[src/rtl/term_cal_seq_pkg.sv]
// Package: shared state encoding of the calibration request sequencer.
// Assumes: used by term_cal_sequencer only.
package term_cal_seq_pkg;

    typedef enum logic [2:0] {
        ST_IDLE   = 3'd0,
        ST_CAL    = 3'd1,
        ST_CHECK  = 3'd2,
        ST_STEP   = 3'd3,
        ST_XFER   = 3'd4,
        ST_RETIRE = 3'd5,
        ST_DONE   = 3'd6
    } seq_state_t;

endpackage

[src/rtl/tcs_req_gate.sv]
// Request gate: accepts a nonzero request vector once it has been seen with
// the same value at two consecutive rising edges while the gate is open.
// Assumes: `open` is high only when the sequencer is idle with nothing
// pending; the history register is cleared whenever the gate is closed.
module tcs_req_gate #(
    parameter int N_UNITS = 12
) (
    input  logic               clk,
    input  logic               rst_n,
    input  logic               open,
    input  logic [N_UNITS-1:0] req,
    output logic               accept
);

    logic [N_UNITS-1:0] req_prev;

    // Purpose: remember last edge's request while the gate is open.
    always_ff @(posedge clk) begin
        if (!rst_n || !open) req_prev <= '0;
        else                 req_prev <= req;
    end

    // Purpose: accept a stable, nonzero request.
    always_comb accept = open && (req != '0) && (req == req_prev);

    // an accepted value must equal the value sampled one edge earlier.
    a_r2_held_two_edges: assert property (@(posedge clk) disable iff (!rst_n)
        accept |-> (req == $past(req)));

endmodule

[src/rtl/tcs_step_timer.sv]
// Step timer: a shared cycle counter for the calibration phase and the
// transfer windows. Cleared by `start`, counts while `run` is high, and
// flags the cycle whose count equals `limit`.
// Assumes: the two phases never overlap, so one counter serves both.
module tcs_step_timer #(
    parameter int CW = 12
) (
    input  logic          clk,
    input  logic          rst_n,
    input  logic          start,
    input  logic          run,
    input  logic [CW-1:0] limit,
    output logic          last
);

    logic [CW-1:0] cnt;

    // Purpose: count cycles of the current phase.
    always_ff @(posedge clk) begin
        if (!rst_n)     cnt <= '0;
        else if (start) cnt <= '0;
        else if (run)   cnt <= cnt + 1'b1;
    end

    // Purpose: final-cycle flag.
    always_comb last = run && (cnt == limit);

    // a running phase never counts past its limit.
    a_r4_cnt_bounded: assert property (@(posedge clk) disable iff (!rst_n)
        (run && !start) |-> (cnt <= limit));

endmodule

[src/rtl/tcs_pend_scan.sv]
// Pending scan: holds the set of units still to be transferred and the scan
// pointer, and decodes the pointer to a one-hot unit select.
// Assumes: the pointer may reach N_UNITS (one past the last unit) only
// once the pending set is empty.
module tcs_pend_scan #(
    parameter int N_UNITS = 12,
    parameter int PW      = 4
) (
    input  logic               clk,
    input  logic               rst_n,
    input  logic               load,
    input  logic [N_UNITS-1:0] load_val,
    input  logic               clr_cur,
    input  logic               step,
    input  logic               rewind,
    output logic [N_UNITS-1:0] pend,
    output logic [N_UNITS-1:0] cur_oh,
    output logic               cur_set
);

    logic [PW-1:0] ptr;

    // Purpose: decode the pointer into a one-hot unit select.
    for (genvar i = 0; i < N_UNITS; i++) begin : g_dec
        assign cur_oh[i] = (ptr == PW'(i));
    end

    // Purpose: pending register, loaded on accept, retired bit by bit.
    always_ff @(posedge clk) begin
        if (!rst_n)       pend <= '0;
        else if (load)    pend <= load_val;
        else if (clr_cur) pend <= pend & ~cur_oh;
    end

    // Purpose: scan pointer, advanced per index and rewound per run.
    always_ff @(posedge clk) begin
        if (!rst_n)              ptr <= '0;
        else if (rewind || load) ptr <= '0;
        else if (step)           ptr <= ptr + 1'b1;
    end

    // Purpose: is the unit under the pointer pending.
    always_comb cur_set = |(pend & cur_oh);

    // retiring is only ever applied to a unit that is pending.
    a_r7_retire_pending: assert property (@(posedge clk) disable iff (!rst_n)
        clr_cur |-> cur_set);

    // pointer never runs past one beyond the last unit.
    a_r5_ptr_range: assert property (@(posedge clk) disable iff (!rst_n)
        int'(ptr) <= N_UNITS);

endmodule

[src/rtl/term_cal_sequencer.sv]
// Termination calibration request sequencer (top).
// Accepts a stable request vector, holds the selected units in calibration
// for CAL_CYCLES, then serves each pending unit in ascending order with a
// SHIFT_CYCLES transfer window, retires it, and ends with a one-cycle load
// strobe. Requests are only looked at while idle with nothing pending.
// Assumes: clock of 20 MHz or slower (one cycle covers the strobe minimum);
// synchronous active-low reset; calibration time is fixed by parameter.
module term_cal_sequencer
    import term_cal_seq_pkg::*;
#(
    parameter int N_UNITS      = 12,
    parameter int CAL_CYCLES   = 2000,
    parameter int SHIFT_CYCLES = 32
) (
    input  logic               clk,
    input  logic               rst_n,
    input  logic [N_UNITS-1:0] cal_req,
    output logic [N_UNITS-1:0] cal_busy,
    output logic [N_UNITS-1:0] shift_busy,
    output logic [N_UNITS-1:0] shift_sel,
    output logic               load_strobe
);

    localparam int PW      = $clog2(N_UNITS + 1);
    localparam int MAXLEN  = (CAL_CYCLES > SHIFT_CYCLES) ? CAL_CYCLES : SHIFT_CYCLES;
    localparam int CW      = $clog2(MAXLEN + 1);
    localparam logic [CW-1:0] CAL_LIM   = CW'(CAL_CYCLES - 1);
    localparam logic [CW-1:0] SHIFT_LIM = CW'(SHIFT_CYCLES - 1);

    seq_state_t         state, state_nx;
    logic               accept, gate_open;
    logic               tmr_start, tmr_run, tmr_last;
    logic [CW-1:0]      tmr_limit;
    logic [N_UNITS-1:0] pend, cur_oh;
    logic               cur_set, scan_step, scan_clr, scan_rewind;

    // Purpose: gate is open only when idle with nothing pending.
    always_comb gate_open = (state == ST_IDLE) && (pend == '0);

    tcs_req_gate #(.N_UNITS(N_UNITS)) u_gate (
        .clk    (clk),
        .rst_n  (rst_n),
        .open   (gate_open),
        .req    (cal_req),
        .accept (accept)
    );

    // Purpose: timer control for calibration and transfer phases.
    always_comb begin
        tmr_start = accept || ((state == ST_CHECK) && (pend != '0) && cur_set);
        tmr_run   = (state == ST_CAL) || (state == ST_XFER);
        tmr_limit = (state == ST_CAL) ? CAL_LIM : SHIFT_LIM;
    end

    tcs_step_timer #(.CW(CW)) u_timer (
        .clk   (clk),
        .rst_n (rst_n),
        .start (tmr_start),
        .run   (tmr_run),
        .limit (tmr_limit),
        .last  (tmr_last)
    );

    // Purpose: scan control derived from the current state.
    always_comb begin
        scan_step   = (state == ST_STEP) || (state == ST_RETIRE);
        scan_clr    = (state == ST_RETIRE);
        scan_rewind = (state == ST_DONE);
    end

    tcs_pend_scan #(.N_UNITS(N_UNITS), .PW(PW)) u_scan (
        .clk      (clk),
        .rst_n    (rst_n),
        .load     (accept),
        .load_val (cal_req),
        .clr_cur  (scan_clr),
        .step     (scan_step),
        .rewind   (scan_rewind),
        .pend     (pend),
        .cur_oh   (cur_oh),
        .cur_set  (cur_set)
    );

    // Purpose: next-state decision of the sequencer.
    always_comb begin
        state_nx = state;
        case (state)
            ST_IDLE:   if (accept) state_nx = ST_CAL;
            ST_CAL:    if (tmr_last) state_nx = ST_CHECK;
            ST_CHECK:  if (pend == '0)  state_nx = ST_DONE;
                       else if (cur_set) state_nx = ST_XFER;
                       else              state_nx = ST_STEP;
            ST_STEP:   state_nx = ST_CHECK;
            ST_XFER:   if (tmr_last) state_nx = ST_RETIRE;
            ST_RETIRE: state_nx = ST_CHECK;
            ST_DONE:   state_nx = ST_IDLE;
            default:   state_nx = ST_IDLE;
        endcase
    end

    // Purpose: state register.
    always_ff @(posedge clk) begin
        if (!rst_n) state <= ST_IDLE;
        else        state <= state_nx;
    end

    // Purpose: drive the port vectors from state and pending set.
    always_comb begin
        cal_busy    = (state == ST_CAL) ? pend : '0;
        shift_busy  = pend;
        shift_sel   = (state == ST_XFER) ? cur_oh : '0;
        load_strobe = (state == ST_DONE);
    end

    // at most one unit is selected for transfer.
    a_r5_sel_onehot: assert property (@(posedge clk) disable iff (!rst_n)
        $onehot0(shift_sel));

    // a selected unit is always one still pending.
    a_r5_sel_pending: assert property (@(posedge clk) disable iff (!rst_n)
        (shift_sel & ~shift_busy) == '0);

    // no pending bit appears while a run is still pending.
    a_r7_no_rise: assert property (@(posedge clk) disable iff (!rst_n)
        (|$past(shift_busy)) |-> ((shift_busy & ~$past(shift_busy)) == '0));

    // strobe only with nothing pending, and for a single cycle.
    a_r8_strobe_clear: assert property (@(posedge clk) disable iff (!rst_n)
        load_strobe |-> (shift_busy == '0));
    a_r8_strobe_single: assert property (@(posedge clk) disable iff (!rst_n)
        load_strobe |=> !load_strobe);

    // calibration never overlaps a transfer window.
    a_r4_no_overlap: assert property (@(posedge clk) disable iff (!rst_n)
        (cal_busy != '0) |-> (shift_sel == '0));

endmodule

[config.mk]
export PLATFORM = sky130hd
export DESIGN_NAME = term_cal_sequencer
export DESIGN_NICKNAME = d
export VERILOG_FILES = /design/src/rtl/term_cal_seq_pkg.sv /design/src/rtl/tcs_req_gate.sv /design/src/rtl/tcs_step_timer.sv /design/src/rtl/tcs_pend_scan.sv /design/src/rtl/term_cal_sequencer.sv
export SDC_FILE = /design/constraint.sdc
export NUM_CORES = 1
export LEC_CHECK = 0
export ABC_AREA = 1
export BUFFER_PORTS_ARGS = -buffer_cell sky130_fd_sc_hd__buf_4
export CORE_MARGIN = 2
export CORE_UTILIZATION = 52
export CTS_CLUSTER_DIAMETER = 200
export CTS_CLUSTER_SIZE = 25
export DETAILED_ROUTE_END_ITERATION = 10
export PLACE_DENSITY = 0.76
export RECOVER_POWER = 50
export SLEW_MARGIN = 0
export SYNTH_ARGS = -nofsm -noshare
export SYNTH_HDL_FRONTEND = slang
export SYNTH_SLANG_ARGS = --single-unit
[constraint.sdc]
create_clock -name clk -period 4.88 [get_ports clk]
set_clock_uncertainty 0.2 [all_clocks]
set_input_delay 0.976 -clock clk [delete_from_list [all_inputs] [get_ports clk]]
set_output_delay 0.976 -clock clk [all_outputs]
set_load 0.005 [all_outputs]
==> results.toml <==
[sta]
tightest_slew_ps = 688
min_period_over_period_pct = 58.9
finalHoldViolCount = 0
max_freq_mhz = 348
tns_ps = 0
relSlewSlack_pct = 53.9
setup_viol = 0
finalWorstSetupSlack_ps = 2000
maxSlewViolCount = 0
min_period_ps = 2880
rsz0062_at_grt = "no"

[clock_network]
cts_resized = 0
path_clk_slew_ps = 80
cts_tree = "done"
cts_buffers = 5
clk_latency_ps = 290
cts.sinks = 42
h-tree-depth = 2
post-cts-setup-buffers = 0
cts_hold_buf = 0
clk_path_buf_depth = 2
root_buffer = "clkbuf_8"

[floorplanning]
core-area_um2 = 4820
start_util_pct = 54.9
die_h_um = 75.3
ioPinCount = 51
num_rows = 25
dieArea_um2 = 5670
die_w_um = 75.3

[layout]
final_cells = 536
nets = 487
drive_above_1_share_pct = 17.1
areaGrowthSynthToFinish_pct = 16.8
fill_cells = 496
n_antenna_cell = 0

[setup_path]
slowest_stage = "nand3_1"
crit_chain = "buf_4 > inv_1 > nand2_1 > nor2_1 > nand2_1 > nor2_1 > nor2_1 > nand3_1 > nand3_1 > nor3_1"
critPathCaptureType = "flop"
critPathArrivalTime_ps = 2880
start_kind = "input port"
crit_fanout = 15
cp_slowest_stage_delay_ps = 590
critPathKind = "input port to flop"
regToRegSetupSlack_ps = 2390
cp_data_required_time_ps = 4880
worst_path_most_repeated_cell = "nor2_1"

[synthesis]
postSynthNetCount = 443
yosys.cell_types.count = 30
yosysSeqAreaShare_pct = 31.8
synth_seq_cells = 42
yosysTopAreaCellShare_pct = 31.8
syn_area_per_cell_um2 = 6.23
synth_common_cells = "nand2_1 (106), nor2_1 (73), inv_1 (59)"
syn_area_um2 = 2640
synth_most_common_cell = "nand2_1"
ys_warn_count = 0
synth-edff-count = 0
yosysTopAreaCell = "dfxtp_1"
ys.flop_type = "dfxtp_1"
async_flop_share_pct = 0
synth_area_leaders = "dfxtp_1 (32%), nand2_1 (15%), nor2_1 (10%)"
synth_cells = 424

[global_routing]
grt_pass1_wl_um = 10800
grt_pass1_vias = 2415
use_met1_pct = 32.4
gr-usage-all-layers_pct = 25.2
gr-total-overflow = 0
gr-usage-met3_pct = 4.28
use_met2_pct = 42.4
grt_start_max_net_pins = 29
busiest_layer = "met2"
antenna_found_initial = 0

[route]
vias = 2694
first_iter_violations = 201
wl_um = 6740
dr.pass1.iters = 4
drc = 0
vias_per_cell = 5.03
wl_per_cell_um = 12.6
ant_nets = 0

[place]
place_ws_ps = 2140
dp_hpwl_um = 5280
gp_congestion = 0.924
post-place-cells = 528
io_buffer_count = 50

[pwr]
p_per_area_nw_per_um2 = 253
irDropWorstVdd_v = 0.000155
p_leak_nw = 1.46

[min_path]
min_path_type = "flop to flop"

[outcome]
run_status = "finished clean"

[flow_run]
cap_violations = 0
-- metal layers --
layer	wire, um	vias to the layer above
li1	-	1411
met4	33	0
met3	418	4
met1	3060	1193
met2	3230	86
met5	0	-
-- metrics by stage --
stage                     area (um^2)  total power [mW]  utilization, %  hold WS [ps]
after floorplan                  2640             0.495               -           292
after global placement           3010             0.515            62.5           314
after detailed placement         3010             0.517            62.5           317
after CTS                        3120             0.790            64.8           330
after global routing             3090             0.820            64.1           361
final                            3090             0.779            64.1           330
-- logic make-up after synthesis --
| group | Yosys count | synth area share (%) |
|---|---|---|
| simple gates | 271 | 46.4 |
| buf+inv | 77 | 12.5 |
| flops | 42 | 31.8 |
| compound gates | 23 | 4.92 |
| xor+xnor | 6 | 1.99 |
| fa+ha+maj | 5 | 2.37 |
-- state kept, by name (all words and copies together), names as in the netlist --
register and flops:
u_timer.cnt 11, u_scan.ptr 4, state 3, u_gate.req_prev 12, u_scan.pend 12
-- area by class of cell --
class / count / area (um^2) / area share (%)
Clock buffer: 6 / 72.6 / 2.35
Clock inverter: 2 / 37.5 / 1.22
Inverter: 64 / 240 / 7.79
Multi-Input combinational cell: 305 / 1450 / 47.0
Sequential cell: 42 / 841 / 27.3
Tap cell: 67 / 83.8 / 2.72
Timing Repair Buffer: 50 / 360 / 11.7
-- worst max-delay path: cells and delay by family --
family | cells | cell delay, ps
buf+inv | 2 | 200
simple gates | 8 | 1710
-- worst paths after layout --
check                                    start             end  cells after the start
worst max-delay path                cal_req[2]  u_timer.cnt[9]                     10
worst min-delay path            u_timer.cnt[1]  u_timer.cnt[1]                      2
worst max register to register  u_scan.pend[0]  u_timer.cnt[9]                      8
worst min register to register  u_timer.cnt[1]  u_timer.cnt[1]                      2
-- power breakdown --
part,internal (mW),leakage [nW],switching (mW)
registers,0.360,0.341,0.0160
logic,0.0424,1.07,0.0890
clock network,0.153,0.0514,0.119
total,0.555,1.46,0.224
-- cell usage in the layout, fill, tap and decap left out --
| cell | n |
|---|---|
| a21oi_1 | 16 |
| a21oi_2 | 1 |
| a31oi_1 | 4 |
| buf_4 | 36 |
| bufinv_16 | 1 |
| clkbuf_1 | 5 |
| clkbuf_4 | 10 |
| clkbuf_8 | 5 |
| clkinvlp_4 | 1 |
| dfxtp_1 | 42 |
| ha_1 | 5 |
| inv_1 | 59 |
| inv_2 | 5 |
| nand2_1 | 106 |
| nand2_2 | 2 |
| nand2_4 | 1 |
| nand3_1 | 42 |
| nand3_2 | 2 |
| nand3b_1 | 1 |
| nand4_1 | 10 |
| nor2_1 | 75 |
| nor2_2 | 13 |
| nor2_4 | 2 |
| nor3_1 | 15 |
| nor3_4 | 1 |
| o2111ai_1 | 1 |
| o21bai_1 | 1 |
| or2_0 | 1 |
| xnor2_1 | 3 |
| xor2_1 | 3 |
(Power assumes the default switching activity.)
